File: config.mk
export PLATFORM = sky130hd
export DESIGN_NAME = tso_store_buffer
export DESIGN_NICKNAME = d
export VERILOG_FILES = /design/src/rtl/tsb_pkg.sv /design/src/rtl/tsb_fifo.sv /design/src/rtl/tsb_fwd.sv /design/src/rtl/tsb_ctrl.sv /design/src/rtl/tso_store_buffer.sv
export SDC_FILE = /design/constraint.sdc
export NUM_CORES = 2
export LEC_CHECK = 0
export ABC_AREA = 0
export BUFFER_PORTS_ARGS = -buffer_cell sky130_fd_sc_hd__buf_2
export CELL_PAD_IN_SITES_DETAIL_PLACEMENT = 1
export CELL_PAD_IN_SITES_GLOBAL_PLACEMENT = 1
export CORE_MARGIN = 10
export CORE_UTILIZATION = 43
export CTS_BUF_LIST = sky130_fd_sc_hd__clkbuf_8
export DETAILED_ROUTE_END_ITERATION = 10
export GPL_ROUTABILITY_DRIVEN = 1
export PLACE_DENSITY_LB_ADDON = 0.3
export SYNTH_ARGS = -nofsm -noshare
export SYNTH_HDL_FRONTEND = slang
export SYNTH_SLANG_ARGS = --single-unit
File: constraint.sdc
create_clock -name clk -period 18.2 [get_ports clk]
set_input_delay 0 -clock clk [delete_from_list [all_inputs] [get_ports clk]]
set_output_delay 0 -clock clk [all_outputs]
set_load 0.02 [all_outputs]
File: src/rtl/tsb_pkg.sv
package tsb_pkg;

  typedef enum logic [2:0] {
    OP_LOAD   = 3'd0,
    OP_STORE  = 3'd1,
    OP_LFENCE = 3'd2,
    OP_SFENCE = 3'd3,
    OP_MFENCE = 3'd4,
    OP_SWAP   = 3'd5
  } tsb_op_e;

  typedef enum logic [2:0] {
    S_IDLE,
    S_LD_ISSUE,
    S_LD_WAIT,
    S_FENCE,
    S_LK_ACQ,
    S_LK_DRAIN,
    S_LK_RD,
    S_LK_WR
  } tsb_state_e;

endpackage

File: src/rtl/tsb_fifo.sv
module tsb_fifo #(
  parameter int DEPTH = 8,
  parameter int AW    = 32,
  parameter int DW    = 32,
  localparam int PW   = $clog2(DEPTH),
  localparam int CW   = PW + 1
) (
  input  logic                     clk,
  input  logic                     rst,
  input  logic                     push,
  input  logic [AW-1:0]            push_addr,
  input  logic [DW-1:0]            push_data,
  input  logic                     pop,
  output logic [DEPTH-1:0][AW-1:0] ent_addr,
  output logic [DEPTH-1:0][DW-1:0] ent_data,
  output logic [PW-1:0]            head_ptr,
  output logic [CW-1:0]            fill,
  output logic                     full,
  output logic                     empty,
  output logic [AW-1:0]            head_addr,
  output logic [DW-1:0]            head_data
);

  logic [PW-1:0] tail_ptr;

  // storage carries no reset: only the pointers define which slots are live
  always_ff @(posedge clk) begin
    if (push) begin
      ent_addr[tail_ptr] <= push_addr;
      ent_data[tail_ptr] <= push_data;
    end
  end

  always_ff @(posedge clk) begin
    if (rst) begin
      tail_ptr <= '0;
      head_ptr <= '0;
      fill     <= '0;
    end else begin
      if (push) tail_ptr <= tail_ptr + 1'b1;
      if (pop)  head_ptr <= head_ptr + 1'b1;
      case ({push, pop})
        2'b10:   fill <= fill + 1'b1;
        2'b01:   fill <= fill - 1'b1;
        default: fill <= fill;
      endcase
    end
  end

  assign full      = (fill == CW'(DEPTH));
  assign empty     = (fill == '0);
  assign head_addr = ent_addr[head_ptr];
  assign head_data = ent_data[head_ptr];

endmodule

File: src/rtl/tsb_fwd.sv
module tsb_fwd #(
  parameter int DEPTH = 8,
  parameter int AW    = 32,
  parameter int DW    = 32,
  localparam int PW   = $clog2(DEPTH),
  localparam int CW   = PW + 1
) (
  input  logic [DEPTH-1:0][AW-1:0] ent_addr,
  input  logic [DEPTH-1:0][DW-1:0] ent_data,
  input  logic [PW-1:0]            head_ptr,
  input  logic [CW-1:0]            fill,
  input  logic [AW-1:0]            look_addr,
  output logic                     hit,
  output logic [DW-1:0]            hit_data
);

  // walk from oldest to youngest live slot; a later match overrides an
  // earlier one, so the youngest matching store wins
  always_comb begin
    hit      = 1'b0;
    hit_data = '0;
    for (int k = 0; k < DEPTH; k++) begin
      if ((CW'(k) < fill) &&
          (ent_addr[head_ptr + PW'(k)] == look_addr)) begin
        hit      = 1'b1;
        hit_data = ent_data[head_ptr + PW'(k)];
      end
    end
  end

endmodule

File: src/rtl/tsb_ctrl.sv
module tsb_ctrl
  import tsb_pkg::*;
#(
  parameter int AW = 32,
  parameter int DW = 32
) (
  input  logic          clk,
  input  logic          rst,
  input  logic          req_valid,
  input  logic [2:0]    req_op,
  input  logic [AW-1:0] req_addr,
  input  logic [DW-1:0] req_wdata,
  output logic          req_ready,
  output logic          resp_valid,
  output logic [DW-1:0] resp_rdata,
  input  logic          q_full,
  input  logic          q_empty,
  input  logic          fwd_hit,
  input  logic [DW-1:0] fwd_data,
  input  logic [AW-1:0] head_addr,
  input  logic [DW-1:0] head_data,
  output logic          push,
  output logic          pop,
  output logic          lock_req,
  input  logic          lock_gnt,
  input  logic          lock_other,
  output logic          mem_rd_en,
  output logic          mem_wr_en,
  output logic [AW-1:0] mem_addr,
  output logic [DW-1:0] mem_wdata,
  input  logic [DW-1:0] mem_rdata
);

  tsb_state_e    state;
  logic [AW-1:0] op_addr;
  logic [DW-1:0] op_wdata;
  logic          fire, rd_ld, rd_lk, wr_lk, drain;

  assign req_ready = (state == S_IDLE) && !((req_op == OP_STORE) && q_full);
  assign fire      = req_valid && req_ready;
  assign push      = fire && (req_op == OP_STORE);

  // memory port: a read outranks draining; nothing moves while the lock is elsewhere
  assign rd_ld     = (state == S_LD_ISSUE) && !lock_other;
  assign rd_lk     = (state == S_LK_RD);
  assign wr_lk     = (state == S_LK_WR);
  assign mem_rd_en = rd_ld || rd_lk;
  assign drain     = !q_empty && !lock_other && !mem_rd_en && !wr_lk;
  assign pop       = drain;
  assign mem_wr_en = drain || wr_lk;
  assign mem_addr  = (mem_rd_en || wr_lk) ? op_addr : head_addr;
  assign mem_wdata = wr_lk ? op_wdata : head_data;

  always_ff @(posedge clk) begin
    if (rst) begin
      state      <= S_IDLE;
      lock_req   <= 1'b0;
      resp_valid <= 1'b0;
      resp_rdata <= '0;
      op_addr    <= '0;
      op_wdata   <= '0;
    end else begin
      resp_valid <= 1'b0;
      case (state)
        S_IDLE: begin
          if (fire) begin
            op_addr  <= req_addr;
            op_wdata <= req_wdata;
            case (req_op)
              OP_LOAD: begin
                if (fwd_hit) begin
                  resp_valid <= 1'b1;
                  resp_rdata <= fwd_data;
                end else begin
                  state <= S_LD_ISSUE;
                end
              end
              OP_STORE:  ;
              OP_MFENCE: state <= S_FENCE;
              OP_SWAP: begin
                lock_req <= 1'b1;
                state    <= S_LK_ACQ;
              end
              default:   resp_valid <= 1'b1;
            endcase
          end
        end
        S_LD_ISSUE: if (!lock_other) state <= S_LD_WAIT;
        S_LD_WAIT: begin
          resp_valid <= 1'b1;
          resp_rdata <= mem_rdata;
          state      <= S_IDLE;
        end
        S_FENCE: begin
          if (q_empty) begin
            resp_valid <= 1'b1;
            state      <= S_IDLE;
          end
        end
        S_LK_ACQ:   if (lock_gnt) state <= S_LK_DRAIN;
        S_LK_DRAIN: if (q_empty)  state <= S_LK_RD;
        S_LK_RD:    state <= S_LK_WR;
        S_LK_WR: begin
          resp_valid <= 1'b1;
          resp_rdata <= mem_rdata;
          lock_req   <= 1'b0;
          state      <= S_IDLE;
        end
        default: state <= S_IDLE;
      endcase
    end
  end

endmodule

File: src/rtl/tso_store_buffer.sv
module tso_store_buffer #(
  parameter int DEPTH = 8,
  parameter int AW    = 32,
  parameter int DW    = 32
) (
  input  logic          clk,
  input  logic          rst,
  input  logic          req_valid,
  input  logic [2:0]    req_op,
  input  logic [AW-1:0] req_addr,
  input  logic [DW-1:0] req_wdata,
  output logic          req_ready,
  output logic          resp_valid,
  output logic [DW-1:0] resp_rdata,
  output logic          lock_req,
  input  logic          lock_gnt,
  input  logic          lock_other,
  output logic          mem_rd_en,
  output logic          mem_wr_en,
  output logic [AW-1:0] mem_addr,
  output logic [DW-1:0] mem_wdata,
  input  logic [DW-1:0] mem_rdata
);

  localparam int PW = $clog2(DEPTH);
  localparam int CW = PW + 1;

  logic [DEPTH-1:0][AW-1:0] ent_addr;
  logic [DEPTH-1:0][DW-1:0] ent_data;
  logic [PW-1:0]            head_ptr;
  logic [CW-1:0]            fill;
  logic                     q_full, q_empty, push, pop, fwd_hit;
  logic [AW-1:0]            head_addr;
  logic [DW-1:0]            head_data, fwd_data;

  tsb_fifo #(.DEPTH(DEPTH), .AW(AW), .DW(DW)) u_fifo (
    .clk       (clk),
    .rst       (rst),
    .push      (push),
    .push_addr (req_addr),
    .push_data (req_wdata),
    .pop       (pop),
    .ent_addr  (ent_addr),
    .ent_data  (ent_data),
    .head_ptr  (head_ptr),
    .fill      (fill),
    .full      (q_full),
    .empty     (q_empty),
    .head_addr (head_addr),
    .head_data (head_data)
  );

  tsb_fwd #(.DEPTH(DEPTH), .AW(AW), .DW(DW)) u_fwd (
    .ent_addr  (ent_addr),
    .ent_data  (ent_data),
    .head_ptr  (head_ptr),
    .fill      (fill),
    .look_addr (req_addr),
    .hit       (fwd_hit),
    .hit_data  (fwd_data)
  );

  tsb_ctrl #(.AW(AW), .DW(DW)) u_ctrl (
    .clk        (clk),
    .rst        (rst),
    .req_valid  (req_valid),
    .req_op     (req_op),
    .req_addr   (req_addr),
    .req_wdata  (req_wdata),
    .req_ready  (req_ready),
    .resp_valid (resp_valid),
    .resp_rdata (resp_rdata),
    .q_full     (q_full),
    .q_empty    (q_empty),
    .fwd_hit    (fwd_hit),
    .fwd_data   (fwd_data),
    .head_addr  (head_addr),
    .head_data  (head_data),
    .push       (push),
    .pop        (pop),
    .lock_req   (lock_req),
    .lock_gnt   (lock_gnt),
    .lock_other (lock_other),
    .mem_rd_en  (mem_rd_en),
    .mem_wr_en  (mem_wr_en),
    .mem_addr   (mem_addr),
    .mem_wdata  (mem_wdata),
    .mem_rdata  (mem_rdata)
  );

endmodule

* Word-level counts from Yosys, hierarchy flattened
Cells that the tools add are included.
W data, S select, Z words.
** Operators by class
- Reduce and logical (&&, ||, !) cells :: 37
- Equal/unequal tests :: 31
- Mux-type cells :: 75
- $add $sub $neg :: 10
- Magnitude comparators :: 18
** Operators by type and width (count)
- $bmux W32 S3 :: 16
- $mux W32 :: 30
- $bwmux W256 :: 2
- $eq A32 B32 Y1 :: 8
- $demux W32 S3 :: 1
- $pmux W32 S2 :: 1
- $lt A3 B4 Y1 const B :: 9
- $pmux W3 S7 :: 1
- $eq A3 B3 Y1 const B :: 6
- $mux W3 :: 6
- $logic_and A1 B1 Y1 :: 17
- $lt A3 B4 Y1 const A :: 4
- $mux W1 :: 13
- $add A3 B3 Y3 const B :: 4
- $ne A2 B2 Y1 const B :: 5
- $pmux W3 S3 :: 1
- $lt A1 B4 Y1 const A :: 2
- $lt A2 B4 Y1 const A :: 2
- $pmux W4 S2 :: 1
- $reduce_and A7 Y1 :: 1
- $add A3 B1 Y3 const B :: 2
- $add A3 B2 Y3 const B :: 2
- $eq A3 B1 Y1 const B :: 2
- $eq A3 B2 Y1 const B :: 2
- 21 further kinds :: 33
** Storage, ports and cells
- Register bits :: 623
- Output and inout bits :: 101

* Longest topological paths before layout
- Depth after elaboration :: 16
- Mapped depth :: 30
- Mapped depth without buffers :: 13

* Hierarchy
From an unflattened synthesis, not the netlist that was laid out.
** Unflattened totals
- Cell total of the unflattened synthesis :: 3963
- Area total of the unflattened synthesis :: 49022.0 um^2
** Modules (own cells, without submodules)
- tsb_fwd :: area an instance 24368.4 um^2, times used 1, cells an instance 2568, sequential area each 0.0 um^2
- tsb_fifo :: area an instance 19772.7 um^2, times used 1, cells an instance 807, sequential area each 15574.9 um^2
- tsb_ctrl :: area an instance 4880.9 um^2, times used 1, cells an instance 588, sequential area each 2021.9 um^2

* Worst setup path after synthesis
No wires, ideal clock.
- Path kind :: flip-flop to flip-flop
- Start point :: register u_ctrl.state[0]
- End point :: register u_fifo.ent_addr[0] in the netlist's numbering, enable pin
- Cell stages (with the launch flop) :: 10
- Data arrival time :: 6.208 ns
- Clock period less this slack :: 6.773 ns
- Setup slack :: 11.427 ns
- Buffers on the path :: 3
- Setup time :: 0.565 ns
- Data required time :: 17.635 ns
- Path through :: dfxtp_1 > clkbuf_1 > nor3_1 > o31a_1 > and2_1 > clkbuf_1 > and3_1 > clkbuf_1 > nand2b_1 > nor3_1
** On the way
- Word-level cells in the longest chain between the ends :: 4
** Ends and longest elaborated chain
- start, declared :: RTL line tsb_ctrl.sv:34 : tsb_state_e state;
- start signal, assigned :: RTL line tsb_ctrl.sv:56 : state <= S_IDLE;
- start signal, assigned :: RTL line tsb_ctrl.sv:75 : state <= S_LD_ISSUE;
- start signal, assigned :: RTL line tsb_ctrl.sv:79 : OP_MFENCE: state <= S_FENCE;
- $logic_not A3 Y1 :: RTL line tsb_ctrl.sv:39 : assign req_ready = (state == S_IDLE) && !((req_op == OP_STORE) && q_full);
- $logic_and A1 B1 Y1 :: RTL line tsb_ctrl.sv:39
- named net req_ready :: RTL line tso_store_buffer.sv:12 : output logic req_ready,
- $logic_and A1 B1 Y1 :: RTL line tsb_ctrl.sv:40 : assign fire = req_valid && req_ready;
- $logic_and A1 B1 Y1 :: RTL line tsb_ctrl.sv:41 : assign push = fire && (req_op == OP_STORE);
- end signal, assigned by index :: RTL line tsb_fifo.sv:29 : ent_addr[tail_ptr] <= push_addr;
- end, declared :: RTL line tsb_fifo.sv:14 : output logic [DEPTH-1:0][AW-1:0] ent_addr,
The timed path passes the listed nets, and every way through them passes these cells.
A chain may end at the register's enable or synchronous reset.

* Final worst setup path
- Start point :: register u_fifo.head_ptr[0]
- End point :: register u_ctrl.resp_rdata[0]
** On the way
- Word-level cells in the longest chain between the ends :: 16
- Elaborated cells between the ends (all ways) :: 77
** Ends and longest elaborated chain
- start, declared :: RTL line tsb_fifo.sv:16 : output logic [PW-1:0] head_ptr,
- start signal, assigned :: RTL line tsb_fifo.sv:41 : if (pop) head_ptr <= head_ptr + 1'b1;
- $add A3 B1 Y3 / $bmux W32 S3 (equally long branches) :: RTL line tsb_fwd.sv:24, tsb_fwd.sv:26
- $bmux W32 S3 / $mux W32 (equally long branches) :: RTL line tsb_fwd.sv:24 : (ent_addr[head_ptr + PW'(k)] == look_addr)) begin
- $mux W32 (not written as such) / $eq A32 B32 Y1 (equally long branches) :: RTL line tsb_fwd.sv:24
- $eq A32 B32 Y1 / $logic_and A1 B1 Y1 (equally long branches) :: RTL line tsb_fwd.sv:24, tsb_fwd.sv:23
- $logic_and A1 B1 Y1 / $mux W32 (equally long branches) :: RTL line tsb_fwd.sv:23 : if ((CW'(k) < fill) &&
- $mux W32 (7 in a row) :: RTL line tsb_fwd.sv:23
- $mux W32 :: RTL line tsb_ctrl.sv:71 : if (fwd_hit) begin
- $mux W32 :: RTL line tsb_ctrl.sv:69 : case (req_op)
- $mux W32 :: RTL line tsb_ctrl.sv:66 : if (fire) begin
- $pmux W32 S2 :: RTL line tsb_ctrl.sv:64 : case (state)
- end signal, assigned :: RTL line tsb_ctrl.sv:73 : resp_rdata <= fwd_data;
- end signal, assigned :: RTL line tsb_ctrl.sv:91 : resp_rdata <= mem_rdata;
- end signal, assigned :: RTL line tsb_ctrl.sv:105 : resp_rdata <= mem_rdata;
- end, declared :: RTL line tsb_ctrl.sv:15 : output logic [DW-1:0] resp_rdata,
Parallel ways exist; a longest one is shown, timed or not. The select of a mux whose other input is x is not followed.

==> impl_metrics.prom <==
# TYPE chip_impl_metric gauge
chip_impl_metric{name="post-route-util",unit="%"} 48.3
chip_impl_metric{name="synth.distinct_cells",unit=""} 83
chip_impl_metric{name="clkLatencyLatePin",unit="ps"} 820
chip_impl_metric{name="placed_cell_area",unit="um^2"} 49100
chip_impl_metric{name="ys_ff_latch",unit=""} 623
chip_impl_metric{name="switching_share",unit="%"} 41.6
chip_impl_metric{name="detail_route.iter0.violations",unit=""} 5210
chip_impl_metric{name="fmax",unit="GHz"} 0.112
chip_impl_metric{name="vdd_ir_drop_max",unit="uV"} 83.1
chip_impl_metric{name="final_total_power",unit="uW"} 6400
chip_impl_metric{name="hold_viol",unit=""} 0
chip_impl_metric{name="finClkSkew",unit="ps"} 55.6
chip_impl_metric{name="die_width",unit="um"} 352
chip_impl_info{name="setup.worst_path.class",value="flip-flop to flip-flop"} 1
chip_impl_metric{name="detail_route.first_pass.iterations",unit=""} 6
chip_impl_info{name="status",value="completed"} 1
chip_impl_metric{name="crit_arrival",unit="ps"} 9640
chip_impl_metric{name="first_global_vias",unit=""} 39700
chip_impl_metric{name="p_int",unit="uW"} 3740
chip_impl_metric{name="fillers",unit=""} 11500
chip_impl_metric{name="clock_sink_count",unit=""} 623
chip_impl_metric{name="fin_crit",unit="ps"} 8930
chip_impl_metric{name="syn_to_final_growth",unit="%"} 11.4
chip_impl_metric{name="grt_pass1_wl",unit="mm"} 283
chip_impl_info{name="synth_area_leader_cell",value="edfxtp_1"} 1
chip_impl_metric{name="power_frac_clock",unit="%"} 23.4
chip_impl_metric{name="htree_num_levels",unit=""} 3
chip_impl_info{name="cts-root-buf",value="clkbuf_8"} 1
chip_impl_metric{name="ant_nets_after_route",unit=""} 0
chip_impl_metric{name="netSwitchingPower",unit="uW"} 2670
chip_impl_metric{name="place.detailed.hpwl",unit="mm"} 130
chip_impl_info{name="grt_setup_unrepaired",value="false"} 1
chip_impl_info{name="tritoncts",value="built"} 1
chip_impl_metric{name="post_synthesis_net_count",unit=""} 4233
chip_impl_metric{name="post_synth_instance_area",unit="um^2"} 47400
chip_impl_metric{name="globalplace.congestion",unit=""} 1.05
chip_impl_metric{name="worst_slew_margin_rel",unit="%"} 16.9
chip_impl_metric{name="power_density",unit="nW/um^2"} 121
chip_impl_metric{name="synth-warning-count",unit=""} 0
chip_impl_metric{name="slew_viol_final",unit=""} 0
chip_impl_metric{name="post_synth_inst_count",unit=""} 4122
chip_impl_metric{name="core_footprint",unit="um^2"} 109000
chip_impl_metric{name="avgViaCountPerCell",unit=""} 6.84
chip_impl_metric{name="portbufs",unit=""} 204
chip_impl_metric{name="fraction_of_synthesis_flops_using_an_asynchronous_set_or_reset_pin",unit="%"} 0
chip_impl_metric{name="gr-usage-all-layers",unit="%"} 31.1
chip_impl_metric{name="antenna_violations_before_repair",unit=""} 15
chip_impl_metric{name="detailroute.via_count",unit=""} 39800
chip_impl_metric{name="layout_worst_path_cycle_share",unit="%"} 49.1
chip_impl_info{name="crit_path_end_kind",value="flip-flop"} 1
chip_impl_metric{name="detail_route.wl_per_cell",unit="um"} 33.8
chip_impl_info{name="crit_path_start_kind",value="flip-flop"} 1
chip_impl_metric{name="netlist.area_leader.share",unit="%"} 32.5
chip_impl_metric{name="largest_net_degree_at_the_start_of_global_routing",unit=""} 143
chip_impl_metric{name="rows",unit=""} 121
chip_impl_metric{name="yosysSeqAreaShare",unit="%"} 37.2
chip_impl_metric{name="number_of_buffers_created_by_cts",unit=""} 112
chip_impl_metric{name="post_route_cells_drive_above_1_share",unit="%"} 24.2
chip_impl_metric{name="cts_hold_buffers",unit=""} 116
chip_impl_metric{name="final.setup.tns",unit="ps"} 0
chip_impl_info{name="synth_flop_cell",value="edfxtp_1"} 1
chip_impl_metric{name="post-cts-setup-buffer-count",unit=""} 0
chip_impl_metric{name="max-cap-violations",unit=""} 0
chip_impl_metric{name="static-leakage-power",unit="uW"} 0.0177
chip_impl_metric{name="post_cts_sizing_count",unit=""} 0
chip_impl_metric{name="routed_wire_length",unit="mm"} 197
chip_impl_metric{name="die-height",unit="um"} 352
chip_impl_info{name="min_path_type",value="input port to flip-flop"} 1
chip_impl_metric{name="p_comb_share",unit="%"} 51.6
chip_impl_metric{name="die_area",unit="um^2"} 124000
chip_impl_metric{name="power.share.sequential",unit="%"} 25.0
chip_impl_metric{name="syn-mean-instance-area",unit="um^2"} 11.5
chip_impl_metric{name="area_of_the_multi_input_gates",unit="um^2"} 27800
chip_impl_metric{name="max_buffers_root_to_sink",unit=""} 3
chip_impl_metric{name="route.detailed.drc",unit=""} 0
chip_impl_metric{name="clk_pin_slew",unit="ps"} 60
chip_impl_metric{name="seq_area",unit="um^2"} 17600
chip_impl_metric{name="grt_overflow_total",unit=""} 0
chip_impl_info{name="synthTopCellsByArea",value="edfxtp_1 (32%), mux4_2 (24%), mux2i_1 (7.3%), dfxtp_1 (4.7%), nand2_1 (4.3%)"} 1
chip_impl_metric{name="crit_fanout",unit=""} 53
chip_impl_metric{name="critical_path_required",unit="ps"} 18910
chip_impl_metric{name="final_setup_violations",unit=""} 0
chip_impl_metric{name="synth_enable_flop_cells",unit=""} 512
chip_impl_metric{name="final_net_count",unit=""} 4354
chip_impl_metric{name="initial_core_util",unit="%"} 43.4
chip_impl_metric{name="stdcell_area",unit="um^2"} 52700
chip_impl_metric{name="ios",unit=""} 205
chip_impl_metric{name="timing_worst_slew_pin_value",unit="ps"} 1230
cell type report:
type / instances / share of cell area [%]
diodes: 7 / 0.0332
clock buffers: 120 / 3.13
clock inverters: 91 / 1.58
inverters: 30 / 0.225
multi-input cells: 3077 / 52.8
flip-flops and latches: 623 / 33.4
well taps: 1476 / 3.50
repair buffers: 399 / 5.36
path summary, 6_finish.rpt:
kind | start | to | slack [ps] | cells after the start
max | u_fifo.head_ptr[0]$_SDFFE_PP0P_ | u_ctrl.resp_rdata[0]$_SDFFE_PP0P_ | 9270 | 17
min | req_wdata[13] | u_fifo.ent_data[205]$_DFFE_PP_ | 30 | 2
min reg2reg | u_ctrl.op_wdata[20]$_SDFFE_PP0P_ | u_ctrl.op_wdata[20]$_SDFFE_PP0P_ | 460 | 2
max reg2reg | u_fifo.head_ptr[0]$_SDFFE_PP0P_ | u_ctrl.resp_rdata[0]$_SDFFE_PP0P_ | 9270 | 17
cells in the mapped netlist, drive strengths merged, types with 23 or more instances:
cell type and count:
a211oi 71, a21oi 183, a22oi 23, a311oi 33, a31oi 41, and2 41, and3 49, buf 201
clkbuf 185, dfxtp 111, edfxtp 512, inv 27, mux2i 347, mux4 503, nand2 540, nand3 97
nand4 44, nor2 345, nor3 41, o21ai 103, o22ai 57, o31ai 74, xnor2 215, xor2 52
power by group through the flow:
stage	Combinational (uW)	Sequential (uW)	Clock [uW]
after global routing	3470	1610	1580
after CTS	3250	1600	1510
after floorplan	2400	1610	0
final	3300	1600	1500
after detailed placement	3210	1630	0
after global placement	3160	1630	0
state kept, by name (all words and copies together), names as in the netlist:
register and flops:
u_fifo.ent_addr 256, u_fifo.fill 4, u_fifo.tail_ptr 3, u_fifo.head_ptr 3
u_ctrl.state 3, u_fifo.ent_data 256, u_ctrl.lock_req 1, u_ctrl.resp_valid 1
u_ctrl.op_addr 32, u_ctrl.resp_rdata 32, u_ctrl.op_wdata 32
stage by stage:
| step | hold slack [ps] | instances | setup WS [ps] |
|---|---|---|---|
| after floorplan | 98.9 | 4122 | 11430 |
| after detailed placement | 297 | 5489 | 9470 |
| final | 33.6 | 5823 | 9270 |
| after global routing | 20.0 | 5820 | 9060 |
| after CTS | 0.0167 | 5816 | 9440 |
| after global placement | 289 | 5489 | 9730 |
critical path, stage by stage (launching register included):
cell and delay, ps:
dfxtp_4 760, clkinv_2 790, ha_4 1080, buf_4 810, mux4_1 670, xnor2_1 430
nand2_1 100, a221oi_1 430, o2111ai_1 230, nor4_4 310, buf_4 520, and3_2 270
buf_4 470, nor4b_1 180, a211o_2 360, buf_4 300, a21o_4 510, o31ai_1 400
logic make-up (layout without fill, tap and decap cells):
group           Yosys count  after routing  share of synthesized area, %
other cells               0              7                             0
buf+inv                 422            640                          4.46
xor+xnor                267            267                          4.99
compound gates          671            671                          9.50
simple gates           1261           1261                          11.9
mux                     871            871                          31.8
fa+ha+maj                 7              7                         0.185
flops                   623            623                          37.2
routing by layer:
layer	global-route usage (%)	wire length [um]
met3	8.05	23100
met1	40.8	74600
met5	0	47
met2	48.4	89500
met4	13.5	9750
cell usage in the layout, fill, tap and decap left out, types with 48 or more instances in the layout:
cell           instances
a211oi_1              70
nor2_1               338
xor2_1                49
o22ai_1               57
mux4_2               497
dlygate4sd3_1        116
xnor2_1              212
buf_4                 76
edfxtp_1             512
nand3_1               96
buf_2                203
a21oi_1              183
nand2_1              537
dfxtp_1              108
mux2i_1              347
inv_1                 48
clkbuf_8             120
o21ai_0               99
Note: power is estimated with default switching activity, not from simulation.
